--- src/rtl/ep_rt_pkg.sv ---
package ep_rt_pkg;

  typedef enum logic [2:0] {
    RT_DROP      = 3'd0,
    RT_CONFIG    = 3'd1,
    RT_CPL       = 3'd2,
    RT_IO        = 3'd3,
    RT_MEM       = 3'd4,
    RT_MALFORMED = 3'd5
  } route_e;

  typedef enum logic [2:0] {
    K_MRD, K_MWR, K_IO_RD, K_IO_WR, K_CFG0, K_CFG1, K_CPL, K_OTHER
  } kind_e;

  // index of highest set bit plus one, zero for an all-zero word
  function automatic logic [6:0] bit_len64(input logic [63:0] v);
    logic [6:0] r;
    r = '0;
    for (int i = 0; i < 64; i++)
      if (v[i]) r = 7'(i + 1);
    return r;
  endfunction

endpackage

--- src/rtl/ep_hdr_decode.sv ---
module ep_hdr_decode
  import ep_rt_pkg::*;
(
  input  logic [7:0] fmt_type,
  output kind_e      kind
);
  always_comb begin
    case (fmt_type)
      8'h00, 8'h20:               kind = K_MRD;
      8'h40, 8'h60:               kind = K_MWR;
      8'h02:                      kind = K_IO_RD;
      8'h42:                      kind = K_IO_WR;
      8'h04, 8'h44:               kind = K_CFG0;
      8'h05, 8'h45:               kind = K_CFG1;
      8'h0A, 8'h4A, 8'h0B, 8'h4B: kind = K_CPL;
      default:                    kind = K_OTHER;
    endcase
  end
endmodule

--- src/rtl/ep_bar_match.sv ---
module ep_bar_match
  import ep_rt_pkg::*;
#(
  parameter int NUM_BAR = 6,
  parameter int BAR_W   = $clog2(NUM_BAR)
) (
  input  logic                    clk,
  input  logic                    rst,
  input  logic [63:0]             addr,
  input  logic                    want_io,
  input  logic [NUM_BAR*32-1:0]   bases,
  input  logic [NUM_BAR*32-1:0]   masks,
  output logic                    hit,
  output logic [BAR_W-1:0]        idx,
  output logic [6:0]              aperture
);
  logic [NUM_BAR-1:0] is64;
  logic [NUM_BAR-1:0] upper;
  logic [NUM_BAR-1:0] hits;
  logic [6:0]         ap [NUM_BAR];

  genvar i;
  generate
    for (i = 0; i < NUM_BAR; i++) begin : g_bar
      logic [31:0] b_lo, m_lo, b_hi, m_hi;
      logic [63:0] em, eb;
      logic        io_bar, enabled;
      assign b_lo = bases[i*32 +: 32];
      assign m_lo = masks[i*32 +: 32];
      if (i + 1 < NUM_BAR) begin : g_nxt
        assign b_hi = bases[(i+1)*32 +: 32];
        assign m_hi = masks[(i+1)*32 +: 32];
      end else begin : g_last
        assign b_hi = '0;
        assign m_hi = '0;
      end
      assign io_bar  = b_lo[0];
      assign is64[i] = !b_lo[0] && (b_lo[2:1] == 2'b10) && (i + 1 < NUM_BAR);
      always_comb begin
        if (is64[i]) begin
          em = {m_hi, m_lo & 32'hFFFF_FFF0};
          eb = {b_hi, b_lo & 32'hFFFF_FFF0};
        end else if (io_bar) begin
          em = {32'hFFFF_FFFF, m_lo & 32'hFFFF_FFFC};
          eb = {32'h0, b_lo & 32'hFFFF_FFFC};
        end else begin
          em = {32'hFFFF_FFFF, m_lo & 32'hFFFF_FFF0};
          eb = {32'h0, b_lo & 32'hFFFF_FFF0};
        end
      end
      assign enabled = is64[i] ? ({m_hi, m_lo} != 64'h0) : (m_lo != 32'h0);
      assign hits[i] = enabled && !upper[i] && (io_bar == want_io)
                       && ((addr & em) == (eb & em));
      assign ap[i]   = bit_len64(is64[i] ? ~{m_hi, m_lo} : {32'h0, ~m_lo});
    end
  endgenerate

  // a BAR right after an unpaired 64-bit BAR is the upper half of that pair
  always_comb begin
    logic prev;
    prev = 1'b0;
    for (int k = 0; k < NUM_BAR; k++) begin
      upper[k] = (k > 0) && is64[(k > 0) ? k - 1 : 0] && !prev;
      prev     = upper[k];
    end
  end

  always_comb begin
    hit      = 1'b0;
    idx      = '0;
    aperture = '0;
    for (int k = NUM_BAR - 1; k >= 0; k--) begin
      if (hits[k]) begin
        hit      = 1'b1;
        idx      = BAR_W'(k);
        aperture = ap[k];
      end
    end
  end

  logic [NUM_BAR-1:0] below_sel;
  assign below_sel = ({{(NUM_BAR-1){1'b0}}, 1'b1} << idx) - 1'b1;

  // the chosen BAR hits and no lower-index BAR does
  p_lowest_bar_r9: assert property (@(posedge clk) disable iff (rst)
    hit |-> (hits[idx] && ((hits & below_sel) == '0)));

  // the upper half of a 64-bit pair never reports a hit
  p_upper_silent_r10: assert property (@(posedge clk) disable iff (rst)
    (hits & upper) == '0);

endmodule

--- src/rtl/ep_inbound_router.sv ---
module ep_inbound_router
  import ep_rt_pkg::*;
#(
  parameter int NUM_FUNC = 2,
  parameter int NUM_BAR  = 6
) (
  input  logic                            clk,
  input  logic                            rst,
  input  logic                            in_valid,
  input  logic [7:0]                      in_fmt_type,
  input  logic [15:0]                     in_dest_id,
  input  logic [15:0]                     in_req_id,
  input  logic [63:0]                     in_addr,
  input  logic [2:0]                      in_cpl_status,
  input  logic                            cfg_space_en,
  input  logic [4:0]                      dev_num,
  input  logic [NUM_FUNC*NUM_BAR*32-1:0]  bar_base,
  input  logic [NUM_FUNC*NUM_BAR*32-1:0]  bar_mask,
  output logic                            out_valid,
  output logic [2:0]                      out_route,
  output logic [2:0]                      out_func,
  output logic [$clog2(NUM_BAR)-1:0]      out_bar,
  output logic [6:0]                      out_aperture,
  output logic                            out_bad_status,
  output logic                            out_gen_ur,
  output logic                            out_gen_crs,
  output logic [7:0]                      bus_num
);
  localparam int BAR_W    = $clog2(NUM_BAR);
  localparam int FUNC_BIT = NUM_BAR * 32;

  kind_e kind;
  ep_hdr_decode u_dec (.fmt_type(in_fmt_type), .kind(kind));

  logic want_io;
  assign want_io = (kind == K_IO_RD) || (kind == K_IO_WR);

  logic [NUM_FUNC-1:0] f_hit;
  logic [BAR_W-1:0]    f_idx [NUM_FUNC];
  logic [6:0]          f_ap  [NUM_FUNC];

  genvar f;
  generate
    for (f = 0; f < NUM_FUNC; f++) begin : g_fn
      ep_bar_match #(.NUM_BAR(NUM_BAR), .BAR_W(BAR_W)) u_match (
        .clk      (clk),
        .rst      (rst),
        .addr     (in_addr),
        .want_io  (want_io),
        .bases    (bar_base[f*FUNC_BIT +: FUNC_BIT]),
        .masks    (bar_mask[f*FUNC_BIT +: FUNC_BIT]),
        .hit      (f_hit[f]),
        .idx      (f_idx[f]),
        .aperture (f_ap[f])
      );
    end
  endgenerate

  logic             any_hit;
  logic [2:0]       hit_fn;
  logic [BAR_W-1:0] hit_bar;
  logic [6:0]       hit_ap;
  always_comb begin
    any_hit = 1'b0;
    hit_fn  = '0;
    hit_bar = '0;
    hit_ap  = '0;
    for (int k = NUM_FUNC - 1; k >= 0; k--) begin
      if (f_hit[k]) begin
        any_hit = 1'b1;
        hit_fn  = 3'(k);
        hit_bar = f_idx[k];
        hit_ap  = f_ap[k];
      end
    end
  end

  logic [7:0] dst_bus, rq_bus;
  logic [4:0] dst_dev, rq_dev;
  logic [2:0] dst_fn, rq_fn;
  assign {dst_bus, dst_dev, dst_fn} = in_dest_id;
  assign {rq_bus, rq_dev, rq_fn}    = in_req_id;

  route_e           n_route;
  logic [2:0]       n_func;
  logic [BAR_W-1:0] n_bar;
  logic [6:0]       n_ap;
  logic             n_bad, n_ur, n_crs;
  logic [7:0]       n_bus;

  always_comb begin
    n_route = RT_DROP;
    n_func  = '0;
    n_bar   = '0;
    n_ap    = '0;
    n_bad   = 1'b0;
    n_ur    = 1'b0;
    n_crs   = 1'b0;
    n_bus   = bus_num;
    case (kind)
      K_CFG0: begin
        if (!cfg_space_en) begin
          n_crs = 1'b1;
        end else if (dst_dev == dev_num) begin
          n_bus = dst_bus;
          if (32'(dst_fn) < NUM_FUNC) begin
            n_route = RT_CONFIG;
            n_func  = dst_fn;
          end else begin
            n_ur = 1'b1;
          end
        end else begin
          n_ur = 1'b1;
        end
      end
      K_CFG1: n_route = RT_MALFORMED;
      K_CPL: begin
        if (rq_bus == bus_num && rq_dev == dev_num && 32'(rq_fn) < NUM_FUNC) begin
          n_route = RT_CPL;
          n_func  = rq_fn;
          n_bad   = (in_cpl_status != 3'd0);
        end
      end
      K_MRD, K_MWR, K_IO_RD, K_IO_WR: begin
        if (any_hit) begin
          n_route = want_io ? RT_IO : RT_MEM;
          n_func  = hit_fn;
          n_bar   = hit_bar;
          n_ap    = hit_ap;
        end else if (kind != K_MWR) begin
          n_ur = 1'b1;
        end
      end
      default: n_ur = 1'b1;
    endcase
  end

  always_ff @(posedge clk) begin
    if (rst) begin
      out_valid      <= 1'b0;
      out_route      <= RT_DROP;
      out_func       <= '0;
      out_bar        <= '0;
      out_aperture   <= '0;
      out_bad_status <= 1'b0;
      out_gen_ur     <= 1'b0;
      out_gen_crs    <= 1'b0;
      bus_num        <= '0;
    end else begin
      out_valid      <= in_valid;
      out_route      <= in_valid ? n_route : RT_DROP;
      out_func       <= in_valid ? n_func  : '0;
      out_bar        <= in_valid ? n_bar   : '0;
      out_aperture   <= in_valid ? n_ap    : '0;
      out_bad_status <= in_valid && n_bad;
      out_gen_ur     <= in_valid && n_ur;
      out_gen_crs    <= in_valid && n_crs;
      if (in_valid) bus_num <= n_bus;
    end
  end

  p_valid_follow_r1: assert property (@(posedge clk) disable iff (rst)
    in_valid |=> out_valid);
  p_idle_quiet_r1: assert property (@(posedge clk) disable iff (rst)
    !in_valid |=> (!out_valid && !out_gen_ur && !out_gen_crs));
  p_bus_hold_r3: assert property (@(posedge clk) disable iff (rst)
    !(in_valid && kind == K_CFG0) |=> $stable(bus_num));
  p_crs_disabled_r4: assert property (@(posedge clk) disable iff (rst)
    (in_valid && kind == K_CFG0 && !cfg_space_en) |=> (out_gen_crs && $stable(bus_num)));
  p_cfg1_malformed_r5: assert property (@(posedge clk) disable iff (rst)
    (in_valid && kind == K_CFG1) |=> (out_route == RT_MALFORMED && !out_gen_ur && !out_gen_crs));
  p_cpl_no_ur_r6: assert property (@(posedge clk) disable iff (rst)
    (in_valid && kind == K_CPL) |=> !out_gen_ur);
  p_bad_cpl_only_r7: assert property (@(posedge clk) disable iff (rst)
    out_bad_status |-> (out_route == RT_CPL));
  p_mwr_no_ur_r12: assert property (@(posedge clk) disable iff (rst)
    (in_valid && kind == K_MWR) |=> !out_gen_ur);

endmodule

--- config.mk ---
export PLATFORM = sky130hd
export DESIGN_NAME = ep_inbound_router
export DESIGN_NICKNAME = d
export VERILOG_FILES = /design/src/rtl/ep_rt_pkg.sv /design/src/rtl/ep_hdr_decode.sv /design/src/rtl/ep_bar_match.sv /design/src/rtl/ep_inbound_router.sv
export SDC_FILE = /design/constraint.sdc
export NUM_CORES = 2
export LEC_CHECK = 0
export ABC_CLOCK_PERIOD_IN_PS = 6620
export BUFFER_PORTS_ARGS = -buffer_cell sky130_fd_sc_hd__buf_4
export CAP_MARGIN = 30
export CELL_PAD_IN_SITES_DETAIL_PLACEMENT = 0
export CELL_PAD_IN_SITES_GLOBAL_PLACEMENT = 2
export CORE_AREA = 5 5 351 353
export DETAILED_ROUTE_END_ITERATION = 10
export DIE_AREA = 0 0 356 358
export PLACE_DENSITY_LB_ADDON = 0.1
export REMOVE_ABC_BUFFERS = 1
export SKIP_LAST_GASP = 1
export SLEW_MARGIN = 20
export SYNTH_ARGS = -nofsm -noshare
export SYNTH_HDL_FRONTEND = slang
export SYNTH_SLANG_ARGS = --single-unit
--- constraint.sdc ---
create_clock -name clk -period 6.62 [get_ports clk]
set_input_delay 1.324 -clock clk [delete_from_list [all_inputs] [get_ports clk]]
set_output_delay 1.324 -clock clk [all_outputs]
set_load 0.02 [all_outputs]
# --- Word-level counts from Yosys, hierarchy flattened ---
# Index checks and enable logic that the tools add are counted.
op_classes:
  n_lt_le_gt_ge: 2
  mux: 836
  n_mul: 0
  reduce_logical: 113
  n_div: 0
  bitwise_logic: 49
  addsub: 0
  eq_ne: 57
  n_shift: 0
op_table:
  columns: ["operator", "count"]
  rows:
  - ["$mux 64", 30]
  - ["$mux 7", 250]
  - ["$and 64x64->64", 22]
  - ["$mux 6", 196]
  - ["$eq 64x64->1", 12]
  - ["$mux 5", 128]
  - ["$not 64->64", 10]
  - ["$reduce_bool 64->1", 10]
  - ["$mux 4", 96]
  - ["$not 32->32", 12]
  - ["$reduce_bool 32->1", 12]
  - ["$mux 3", 62]
  - ["$and 32x64->64", 2]
  - ["$logic_and 1x1->1", 57]
  - ["$eq 8x7->1 const B", 7]
  - ["$mux 1", 49]
  - ["$mux 2", 21]
  - ["$pmux 3 s7", 1]
  - ["$eq 2x2->1 const B", 10]
  - ["$logic_not 1->1", 20]
  - ["$eq 8x3->1 const B", 2]
  - ["$eq 8x4->1 const B", 2]
  - ["$eq 1x1->1", 12]
  - ["$pmux 3 s4", 1]
  - ["other kinds (19)", 33]
totals:
  romBits: 0
  mem_bits_rw: 0
  output_inout_bits: 28
  latchBits: 0
  reg_bits: 28
  in_bits: 884
  mem_count: 0
  word_cells: 1066

# --- Logic depth before layout (Yosys ltp) ---
logic_depth:
  depth_word: 74
  ltp_mapped: 15
  mapped_depth_nobuf: 11

# --- Hierarchy ---
# Synthesis repeated with hierarchy kept, for this count alone.
unflattened:
  hier_cells: 4286
  hier_area_um2: 25340.6
by_module_without_submodules:
  columns: ["module", "seq_area_each_um2", "n_inst", "cells_each", "area_per_inst_um2"]
  rows:
  - ["ep_bar_match (g_fn[0].u_match)", 0.0, 1, 2112, 12313.1]
  - ["ep_bar_match (g_fn[1].u_match)", 0.0, 1, 2032, 11731.3]
  - ["ep_inbound_router", 560.5, 1, 130, 1203.7]
  - ["ep_hdr_decode", 0.0, 1, 12, 92.6]

# --- Worst setup path before layout ---
# No wires, ideal clock.
synth_timing:
  kind: "input to register"
  startpoint: "input in_addr[22]"
  endpoint: "register out_aperture[0]"
  setup_slack_ns: 2.394
  path_stages: 13
  setup_ns: 0.075
  t_arrival_ns: 4.151
  path_buffers: 2
  required_ns: 6.545
  cell_sequence: "clkbuf_1 buf_2 xnor2_1 o221ai_1 a2111o_1 a2111oi_0 nand4_1 nor4_1 nor4_2 a211oi_4 nand2_1 a221o_1 a31oi_1"
synth_via:
  elab_chain_len: 13
  elab_cells_between_ends: 66
  cone_classes: "eq/ne (12); mux (28); bitwise (13); reduce/logical (13)"
synth_lines:
  columns: ["item", "line", "text"]
  rows:
  - ["from (decl)", "ep_inbound_router.sv:13", "input logic [63:0] in_addr,"]
  - ["$and 64x64->64", "ep_bar_match.sv:53", "&& ((addr & em) == (eb & em));"]
  - ["$eq 64x64->1", "ep_bar_match.sv:53", null]
  - ["$logic_and 1x1->1", "ep_bar_match.sv:53", null]
  - ["$mux 1 (6 in series)", "ep_bar_match.sv:73", "if (hits[k]) begin"]
  - ["$mux 1 (2 in series)", "ep_inbound_router.sv:69", "if (f_hit[k]) begin"]
  - ["$not 1->1 (no source line)", null, null]
  - ["$reduce_or 4->1 (no source line)", null, null]
  - ["to (signal assigned)", "ep_inbound_router.sv:154", "out_aperture <= in_valid ? n_ap : '0;"]
  - ["to (decl)", "ep_inbound_router.sv:23", "output logic [6:0] out_aperture,"]
# Parallel ways exist; a longest one is shown, timed or not.
# A chain may end at the register's enable or synchronous reset.

# --- Worst setup path after layout ---
layout_timing:
  startpoint: "input in_addr[22]"
  endpoint: "register out_aperture[1]"
# Same word-level chain as after synthesis.

==> results.sh <==
export IMPL_status="completed"
export IMPL_final_wl_mm=245
export IMPL_total_neg_setup_slack_ps=0
export IMPL_worst_slew_pin_slew_ps=921
export IMPL_portBuffers=909
export IMPL_number_of_drc_markers_in_iteration_0=4959
export IMPL_postSynth_asyncResetShare_pct=0
export IMPL_ys_flop_type="dfxtp_1"
export IMPL_final_common_cell="buf_4"
export IMPL_post_cts_setup_buffers=0
export IMPL_avgSynthCellArea_um2=5.92
export IMPL_critPathMostFrequentCell="buf_4"
export IMPL_crit_type="input port to flop"
export IMPL_grt_start_max_net_pins=44
export IMPL_worstHoldPathType="flop to flop"
export IMPL_cts_buffers_inserted=3
export IMPL_flow_area_growth_from_synthesis_pct=34.8
export IMPL_drive_gt1_share_pct=22.4
export IMPL_nets=5550
export IMPL_dpl_hpwl_mm=188
export IMPL_vdd_ir_drop_max_uv=98.3
export IMPL_multi_input_gate_area_in_the_final_layout_um2=21300
export IMPL_worst_ep_arrival_time_ps=5350
export IMPL_cts_clk_slew_worst_paths_ps=90
export IMPL_ff_latch_area_um2=561
export IMPL_grt_overflow_total=0
export IMPL_required_ps=6770
export IMPL_post_detailed_placement_cell_area_um2=31900
export IMPL_filler_cell_count=13900
export IMPL_cts_htree_levels=1
export IMPL_maxSlewViolCount=0
export IMPL_y_dimension_of_the_die_um=358
export IMPL_post_drt_via_cell_ratio=6.01
export IMPL_synth_top_cells_by_area="xor2_1 11%, o21ai_0 11%, nand2_1 8.7%"
export IMPL_ant_nets=0
export IMPL_clkLatencyLatePin_ps=290
export IMPL_hold_buffers=0
export IMPL_die_width_um=356
export IMPL_synth_enable_flop_cells=0
export IMPL_synth_largest_area_cell="xor2_1"
export IMPL_synth_top_cell_area_share_pct=11.1
export IMPL_layout_common_cells="980 x buf_4, 550 x nand2_1, 511 x o21ai_0"
export IMPL_final_period_utilization_pct=78.5
export IMPL_boundaryPins=912
export IMPL_maxCapViolations=0
export IMPL_power_leakage_nw=12.5
export IMPL_route_met2_wl_mm=107
export IMPL_cts_repair_resizes=0
export IMPL_full_die_area_um2=127000
export IMPL_cts_buffer_depth=2
export IMPL_detailroute_via_count=37900
export IMPL_reg2reg_depth=5
export IMPL_fmaxAchievable_mhz=192
export IMPL_worstPathCellList="buf_4 > xnor2_1 > o221ai_1 > a2111o_1 > a2111oi_0 > buf_4 > nand4_1 > nor4_2 > buf_4 > o311ai_0 > buf_4 > mux2i_1 > o2bb2ai_1 > a32oi_1 > a31oi_1"
export IMPL_critPathLaunch="in_addr[22]"
export IMPL_first_global_vias=37000
export IMPL_setup_violations_final=0
export IMPL_wl_per_cell_um=38.8
export IMPL_fin_skew_ps=6.19
export IMPL_drc_markers=0
export IMPL_tritoncts="done"
export IMPL_initial_standard_cell_utilization_of_the_core_pct=19.9
export IMPL_core_area_um2=119000
export IMPL_grt_setup_unrepaired="no"
export IMPL_total_standard_cell_area_after_synthesis_um2=23800
export IMPL_yosys_register_bits=28
export IMPL_critical_path_reg2reg_startpoint="bus_num[2]"
export IMPL_gr_usage_all_layers_pct=35.9
export IMPL_timing_rr_end="out_func[0]"
export IMPL_synth_cell_types=95
export IMPL_final_instance_count_excl_fill=6314
export IMPL_first_pass_iteration_count_of_the_detailed_router=9
export IMPL_critical_path_startpoint_type="input port"
export IMPL_worstSetupEndpointType="flop"
export IMPL_cpPeakStageDelay_ps=590
export IMPL_cts_root_buffer="clkbuf_16"
export IMPL_highest_signal_layer="met5"
export IMPL_cp_slowest_cell="buf_4"
export IMPL_crit_path_max_fanout=15
export IMPL_tritoncts_num_sinks=28
export IMPL_setup_worst_path_end="out_aperture[1]"
export IMPL_grt_first_pass_wirelength_mm=321
export IMPL_report_final_hold_viol_count=0
export IMPL_placement_rows=127
export IMPL_drt_met1_wl_mm=99.4
export IMPL_power_density_nw_per_um2=83.8
export IMPL_dp_cells=6272
export IMPL_synth_yosys_seq_area_share_pct=2.35
export IMPL_stdcell_area_um2=32100
export IMPL_r2r_setup_slack_ps=4830
export IMPL_finalWorstPathRequiredPeriod_ps=5200
export IMPL_number_of_antenna_violations_at_the_first_check_in_global_routing=65
export IMPL_max_slew_margin_pct=38.6
export IMPL_met3_length_mm=25.1
export IMPL_synthesis_yosys_warnings=0
export IMPL_globalplace_congestion=0.968
export IMPL_synthesis_instances=4025
cell families (layout without fill, tap and decap cells):
kind of cell           count (synthesis)  count (layout)  synth area share [%]
other                                  1              39                0.0157
AND/OR/NAND/NOR                     1709            1709                  37.7
XOR/XNOR                             328             328                  12.1
flip-flops                            28              28                  2.35
buffers and inverters                507            1146                  8.42
AO/OA/AOI/OAI                       1435            1435                  38.7
multiplexers                          17              17                 0.730
worst min-delay path by stage:
| stage | startpoint | endpoint | slack [ps] | depth (start not counted) |
|---|---|---|---|---|
| after floorplan | bus_num[0] | bus_num[0] | 610 | 2 |
| after CTS | bus_num[3] | bus_num[3] | 570 | 2 |
| after detailed placement | bus_num[3] | bus_num[3] | 550 | 2 |
| after global placement | bus_num[5] | bus_num[5] | 530 | 2 |
| final | bus_num[0] | bus_num[0] | 560 | 2 |
| after global routing | bus_num[0] | bus_num[0] | 590 | 2 |
layer usage:
layer  vias to the layer above  GRT usage [%]
met5                         -              0
met4                        22           16.1
met3                       444           9.38
met2                      2412           56.5
met1                     18700           46.3
li1                      16400              -
per-stage QoR:
step	hold WS (ps)	utilization [%]	worst slack (ps)	power (mW)
finish	561	26.9	1420	2.69
global route	587	26.8	1250	2.77
CTS	566	26.8	1380	2.62
detailed placement	549	26.7	1100	2.41
global placement	534	26.7	1140	2.42
floorplan	608	-	1260	0.895
state kept, by name, summed over array words and instances, names as in the netlist:
| signal | flops |
|---|---|
| out_bad_status | 1 |
| out_func | 3 |
| out_aperture | 7 |
| out_gen_ur | 1 |
| bus_num | 8 |
| out_route | 3 |
| out_valid | 1 |
| out_gen_crs | 1 |
| out_bar | 3 |
synth_stat cells, types with 19 or more instances:
| library cell | n |
|---|---|
| nor2b_1 | 250 |
| a211oi_1 | 21 |
| a21boi_0 | 32 |
| o22ai_1 | 147 |
| inv_1 | 157 |
| nand2_1 | 550 |
| a221oi_1 | 20 |
| a22oi_1 | 148 |
| nand4_1 | 194 |
| xnor2_1 | 26 |
| nor3b_1 | 37 |
| xor2_1 | 302 |
| o31ai_1 | 19 |
| nor2_1 | 183 |
| nor3_1 | 42 |
| a21oi_1 | 162 |
| buf_2 | 53 |
| o2111ai_1 | 45 |
| o211ai_1 | 31 |
| nor4_1 | 152 |
| a31oi_1 | 87 |
| clkbuf_1 | 284 |
| nand3b_1 | 43 |
| nand2b_1 | 31 |
| and3_1 | 31 |
| o21ai_0 | 511 |
| dfxtp_1 | 28 |
| nand3_1 | 95 |
power by group:
part | switching (mW) | internal (mW)
sequential | 0.000335 | 0.170
combinational | 1.52 | 0.795
clock | 0.0835 | 0.121
total | 1.60 | 1.09
critical path, delay by kind of cell:
| family | cells | cell delay [ps] |
|---|---|---|
| xor gates and xnor gates | 1 | 190 |
| and+or+nand+nor | 2 | 440 |
| muxes | 1 | 320 |
| AOI/OAI and AO/OA | 7 | 1810 |
| buffers and inverters | 4 | 1250 |
area by class of cell:
| cell class | count | area share [%] |
|---|---|---|
| multi-input cells | 3491 | 66.4 |
| repair buffers | 984 | 23.1 |
| well taps | 1612 | 6.28 |
| inverters | 158 | 1.85 |
| flip-flops and latches | 28 | 1.75 |
| diodes | 37 | 0.288 |
| clock buffers | 3 | 0.234 |
| clock inverters | 1 | 0.0936 |
(Power assumes the default switching activity.)
